File: src/rtl/rxf_pkg.sv
package rxf_pkg;
  typedef logic [47:0] mac_t;
  localparam mac_t MAC_ALL_ONES = '1;
  localparam mac_t MAC_ZERO     = '0;

  function automatic logic is_group_all(input mac_t a);
    return a == MAC_ALL_ONES;
  endfunction
endpackage

File: src/rtl/rxf_hdr_match.sv
module rxf_hdr_match
  import rxf_pkg::*;
(
  input  mac_t        local_mac,
  input  mac_t        remote_mac,
  input  logic [15:0] want_type,
  input  logic        bcast_en,
  input  logic        src_filter,
  input  mac_t        dst,
  input  mac_t        src,
  input  logic [15:0] etype,
  output logic        pass
);
  logic type_ok, dst_ok, src_ok, bcast;

  always_comb begin
    bcast   = is_group_all(dst);
    type_ok = (etype == want_type);
    if (bcast) dst_ok = bcast_en;
    else       dst_ok = (local_mac == MAC_ZERO) || (dst == local_mac);
    src_ok  = !src_filter || (src == remote_mac);
    pass    = type_ok && dst_ok && src_ok;
  end
endmodule

File: src/rtl/rxf_word_gate.sv
module rxf_word_gate #(
  parameter int LIMIT_W = 16
) (
  input  logic               clk,
  input  logic               rst_n,
  input  logic               start,
  input  logic               active,
  input  logic [LIMIT_W-1:0] limit,
  input  logic               in_valid,
  input  logic               in_last,
  input  logic               out_ready,
  output logic               in_ready,
  output logic               out_valid,
  output logic               out_last,
  output logic               fire_in
);
  logic [LIMIT_W-1:0] cnt;
  logic limited, capped, fwd_en;

  always_comb begin
    limited   = (limit != '0);
    capped    = limited && (cnt >= limit);
    fwd_en    = active && !capped;
    out_valid = in_valid && fwd_en;
    in_ready  = fwd_en ? out_ready : 1'b1;
    out_last  = in_last || (limited && (cnt == limit - 1'b1));
    fire_in   = in_valid && in_ready;
  end

  always_ff @(posedge clk) begin
    if (!rst_n)                          cnt <= '0;
    else if (start)                      cnt <= '0;
    else if (out_valid && out_ready)     cnt <= cnt + 1'b1;
  end


  stall_hold_chk: assert property (@(posedge clk) disable iff (!rst_n)
    (out_valid && !out_ready) |-> !in_ready);


  limit_stop_chk: assert property (@(posedge clk) disable iff (!rst_n)
    (limited && !start && $past(limit) == limit && cnt == limit) |-> !out_valid);
endmodule

File: src/rtl/rx_frame_filter.sv
module rx_frame_filter
  import rxf_pkg::*;
#(
  parameter int WORD_W  = 32,
  parameter int LIMIT_W = 16
) (
  input  logic               clk,
  input  logic               rst_n,
  input  logic [47:0]        cfg_local_mac,
  input  logic [47:0]        cfg_remote_mac,
  input  logic [15:0]        cfg_ethertype,
  input  logic               cfg_bcast_en,
  input  logic               cfg_src_filter,
  input  logic [LIMIT_W-1:0] cfg_word_limit,
  input  logic               hdr_valid,
  input  logic [47:0]        hdr_dst,
  input  logic [47:0]        hdr_src,
  input  logic [15:0]        hdr_type,
  input  logic               in_valid,
  output logic               in_ready,
  input  logic [WORD_W-1:0]  in_data,
  input  logic               in_last,
  output logic               out_valid,
  input  logic               out_ready,
  output logic [WORD_W-1:0]  out_data,
  output logic               out_last,
  output logic               accept_p,
  output logic               drop_p
);
  localparam int HALVES = WORD_W / 16;

  logic pass, active, fire_in;

  rxf_hdr_match u_match (
    .local_mac (cfg_local_mac),
    .remote_mac(cfg_remote_mac),
    .want_type (cfg_ethertype),
    .bcast_en  (cfg_bcast_en),
    .src_filter(cfg_src_filter),
    .dst       (hdr_dst),
    .src       (hdr_src),
    .etype     (hdr_type),
    .pass      (pass)
  );

  rxf_word_gate #(.LIMIT_W(LIMIT_W)) u_gate (
    .clk      (clk),
    .rst_n    (rst_n),
    .start    (hdr_valid),
    .active   (active),
    .limit    (cfg_word_limit),
    .in_valid (in_valid),
    .in_last  (in_last),
    .out_ready(out_ready),
    .in_ready (in_ready),
    .out_valid(out_valid),
    .out_last (out_last),
    .fire_in  (fire_in)
  );

  always_ff @(posedge clk) begin
    if (!rst_n) begin
      active   <= 1'b0;
      accept_p <= 1'b0;
      drop_p   <= 1'b0;
    end else begin
      accept_p <= hdr_valid && pass;
      drop_p   <= hdr_valid && !pass;
      if (hdr_valid)                active <= pass;
      else if (fire_in && in_last)  active <= 1'b0;
    end
  end

  assign out_data = in_data;

  initial begin
    width_chk: assert (HALVES * 16 == WORD_W && HALVES > 0);
  end


  one_verdict_chk: assert property (@(posedge clk) disable iff (!rst_n)
    hdr_valid |=> (accept_p != drop_p));


  no_stray_pulse_chk: assert property (@(posedge clk) disable iff (!rst_n)
    !hdr_valid |=> (!accept_p && !drop_p));


  drop_silent_chk: assert property (@(posedge clk) disable iff (!rst_n)
    drop_p |-> (!out_valid && in_ready));


  frame_end_chk: assert property (@(posedge clk) disable iff (!rst_n)
    (out_valid && out_ready && in_last && !hdr_valid) |=> !out_valid);
endmodule

File: config.mk
export PLATFORM = sky130hd
export DESIGN_NAME = rx_frame_filter
export DESIGN_NICKNAME = d
export VERILOG_FILES = /design/src/rtl/rxf_pkg.sv /design/src/rtl/rxf_hdr_match.sv /design/src/rtl/rxf_word_gate.sv /design/src/rtl/rx_frame_filter.sv
export SDC_FILE = /design/constraint.sdc
export NUM_CORES = 1
export LEC_CHECK = 0
export BUFFER_PORTS_ARGS = -buffer_cell sky130_fd_sc_hd__buf_4
export CORE_AREA = 2 2 123 125
export DETAILED_ROUTE_END_ITERATION = 6
export DIE_AREA = 0 0 125 127
export GPL_TIMING_DRIVEN = 0
export SETUP_SLACK_MARGIN = 0.4
export SKIP_LAST_GASP = 1
export SLEW_MARGIN = 20
export SYNTH_ARGS = -nofsm -noshare
export SYNTH_HDL_FRONTEND = slang
export SYNTH_SLANG_ARGS = --single-unit
File: constraint.sdc
create_clock -name clk -period 6.4 [get_ports clk]
set_clock_uncertainty 0.2 [all_clocks]
set_input_delay 1.92 -clock clk [delete_from_list [all_inputs] [get_ports clk]]
set_output_delay 1.92 -clock clk [all_outputs]
set_load 0.02 [all_outputs]
==> results.py <==
metrics = {
    "status": {
        "status": "finished clean",
    },
    "global_route": {
        "grtUsageTotal": 0.2238,
        "met1_usage": 0.2945,
        "gr-total-overflow": 0,
        "busiest_layer": "met2",
        "antenna_found_initial": 3,
        "grt_pass1_vias": 4476,
        "grt_max_degree": 11,
        "grt_pass1_wl_um": 26990,
        "use_met2": 0.3801,
        "use_met3": 0.04606,
    },
    "synth": {
        "synth_top_area_frac": 0.2480,
        "synth_edf_count": 0,
        "syn_area_per_cell_um2": 7.884,
        "yosysWarnings": 0,
        "ys_top_cells_by_count": "xor2_1, nor4_1, nand4_1, xnor2_1, buf_4",
        "yosys.area.top_type": "xor2_1",
        "synth_area_leaders": "xor2_1, dfxtp_1, xnor2_1",
        "ys_seq_area_frac": 0.1077,
        "synth_fp_nets": 747,
        "synth_ff_type": "dfxtp_1",
        "synth_most_common_cell": "xor2_1",
        "yosysUniqueCellTypes": 48,
        "async_flop_share": 0,
        "synth_area_um2": 3532,
        "syn_inst": 448,
        "ys_ff_latch": 19,
    },
    "timing": {
        "setup_violations": 0,
        "max_clock_freq_mhz": 168.9,
        "rsz0062_at_grt": "false",
        "hold_viol": 0,
        "setup_tns_ns": 0,
        "slew-limit-headroom": 0.6310,
        "fin_crit_sh": 0.9250,
        "slew_viol_final": 0,
        "period_needed_ns": 5.920,
        "tightest_slew_ns": 0.5484,
    },
    "clock_network": {
        "htree_num_levels": 1,
        "post_cts_buffers": 0,
        "cts.clk_slew.worst_paths_ns": 0.05,
        "clk_latency_ns": 0.25,
        "cts.path.max_buffers": 2,
        "cts_buffers": 3,
        "clock-sinks": 19,
        "root_buffer": "clkbuf_16",
        "cts_tree": "built",
    },
    "layout": {
        "utilization": 0.4169,
        "final_layout_size_suffix_gt1_frac": 0.4524,
        "fin_nets": 1036,
        "syn_to_final_growth_pct": 70.24,
        "fillers": 1557,
    },
    "place": {
        "port_buffers": 284,
        "gp_congestion": 0.9461,
        "hpwl_um": 17560,
    },
    "worst_setup_path": {
        "worst-r2r-cell-count": 9,
        "timing.rr.end": "u_gate.cnt[0]",
        "arrival_ns": 3.80,
        "reg2reg_from": "u_gate.cnt[11]",
        "crit_required_ns": 4.28,
        "reg2reg_slack_ns": 3.56,
        "critPathMaxFanout": 5,
        "worst-setup-path-type": "input pin to primary output",
        "cp-start-kind": "input pin",
        "crit_path_end_kind": "primary output",
    },
    "pwr": {
        "p_seq_frac": 0.214,
        "p_sw_mw": 0.1786,
        "p_clk_frac": 0.234,
        "ir_drop_uv": 65.30,
        "p_comb_frac": 0.552,
        "power_leakage_nw": 2.720,
        "finalPower_mw": 0.5545,
        "internal-power_mw": 0.3758,
        "powerDensity_nw_per_um2": 92.21,
        "switching_share": 0.3222,
    },
    "floorplan": {
        "die_area_um2": 15880,
        "core_um2": 14420,
        "die-height_um": 127,
        "die_x_um": 125,
        "placementRows": 44,
        "ioPinCount": 317,
        "initial_core_util": 0.2449,
    },
    "route": {
        "routedWlPerCell_um": 20.84,
        "via_per_inst": 4.873,
        "vias": 4498,
        "firstDrtPassIters": 4,
        "drtIter0Drc": 285,
        "antenna_left": 0,
        "postRouteWirelength_um": 19240,
        "drc_errors": 0,
    },
    "min_path": {
        "min_delay_path_depth": 2,
        "hp-start": "u_gate.cnt[0]",
        "whs_endpoint": "u_gate.cnt[0]",
        "hold_path.class": "flip-flop to flip-flop",
    },
    "run": {
        "maxCapViolCount": 0,
    },
}
-- power by group through the flow --
stage	sequential [mW]	clock, mW	combinational, mW
detailed placement	0.121	0	0.303
global route	0.119	0.138	0.326
floorplan	0.122	0	0.111
global placement	0.121	0	0.304
finish	0.119	0.130	0.306
CTS	0.119	0.132	0.305
-- cells by family (layout without fill, tap and decap cells) --
logic type / Yosys count / count (layout) / share of synthesized area
buffers and inverters: 61 / 349 / 0.1034
other: 0 / 3 / 0
adder cells (fa/ha/maj): 19 / 19 / 0.06730
multiplexers: 1 / 1 / 0.002834
flip-flops: 19 / 19 / 0.1077
XOR/XNOR: 133 / 133 / 0.3298
AO/OA/AOI/OAI: 61 / 61 / 0.1197
AND/OR/NAND/NOR: 154 / 154 / 0.2692
-- through the flow --
step / hold slack, ns / setup slack [ns] / cells / instance area [um^2]
after floorplan: 0.2702 / 0.8211 / 448 / 3532
after global placement: 0.3143 / 0.3183 / 916 / 5894
after detailed placement: 0.3155 / 0.3202 / 916 / 5894
after CTS: 0.3228 / 0.4405 / 920 / 5986
after global routing: 0.3548 / 0.4076 / 923 / 6013
final: 0.3253 / 0.4803 / 923 / 6013
-- cells in the final DEF, fill, tap and decap left out, drive strengths merged, types with 3 or more instances in the layout --
cell type / n
nor3: 8
o211ai: 3
inv: 20
diode: 3
nor2b: 5
dfxtp: 19
xnor2: 33
nand2b: 4
and3: 4
nand2: 13
and2: 3
o21ai: 3
xor2: 100
a21oi: 21
nor2: 8
or4: 14
nand4: 36
o31ai: 15
nand3: 10
ha: 19
a31oi: 3
clkbuf: 9
buf: 320
nor4: 46
-- worst max-delay path, cell delays in order --
cell and delay [ns]:
buf_4 0.13, inv_1 0.05, ha_1 0.29, nand4_1 0.16, or4_4 0.58, a31oi_4 0.20, o2bb2ai_2 0.14, and2_1 0.18
buf_4 0.15
-- flip-flops by register name (all words and copies together), names as in the netlist --
name,cells
active,1
u_gate.cnt,16
drop_p,1
accept_p,1
-- cell type report --
type                            instances  area [um^2]  area share
Buffer                                 41        290.3     0.04827
Multi-Input combinational cell        368         2819      0.4688
Clock buffer                            4        78.83     0.01311
Timing Repair Buffer                  284         2132      0.3546
Inverter                               20        75.07     0.01248
Antenna cell                            3        7.507    0.001248
Tap cell                              184        230.2     0.03829
Sequential cell                        19        380.4     0.06325
-- how the worst max path moves through the flow --
stage,startpoint,end,cells after the start
4_1_cts,cfg_word_limit[13],out_valid,9
3_5_place_dp,cfg_word_limit[13],out_valid,9
6_report,cfg_word_limit[13],out_valid,9
3_3_place_gp,cfg_word_limit[13],out_valid,9
2_1_floorplan,cfg_word_limit[15],out_valid,7
5_1_grt,cfg_word_limit[13],out_valid,9
-- repair_timing --
item	in CTS	in global routing
gates resized for setup	2	4
hold buffers	0	0
pin swaps	0	0
gates cloned	0	0
setup endpoints to repair	1	2
-- metal layers --
metal / share of wire / wire length, um
met1: 0.42 / 7992
met2: 0.48 / 9293
met3: 0.087 / 1669
met4: 0.015 / 281
met5: 0 / 0
Power figures use the tool's default switching activity.
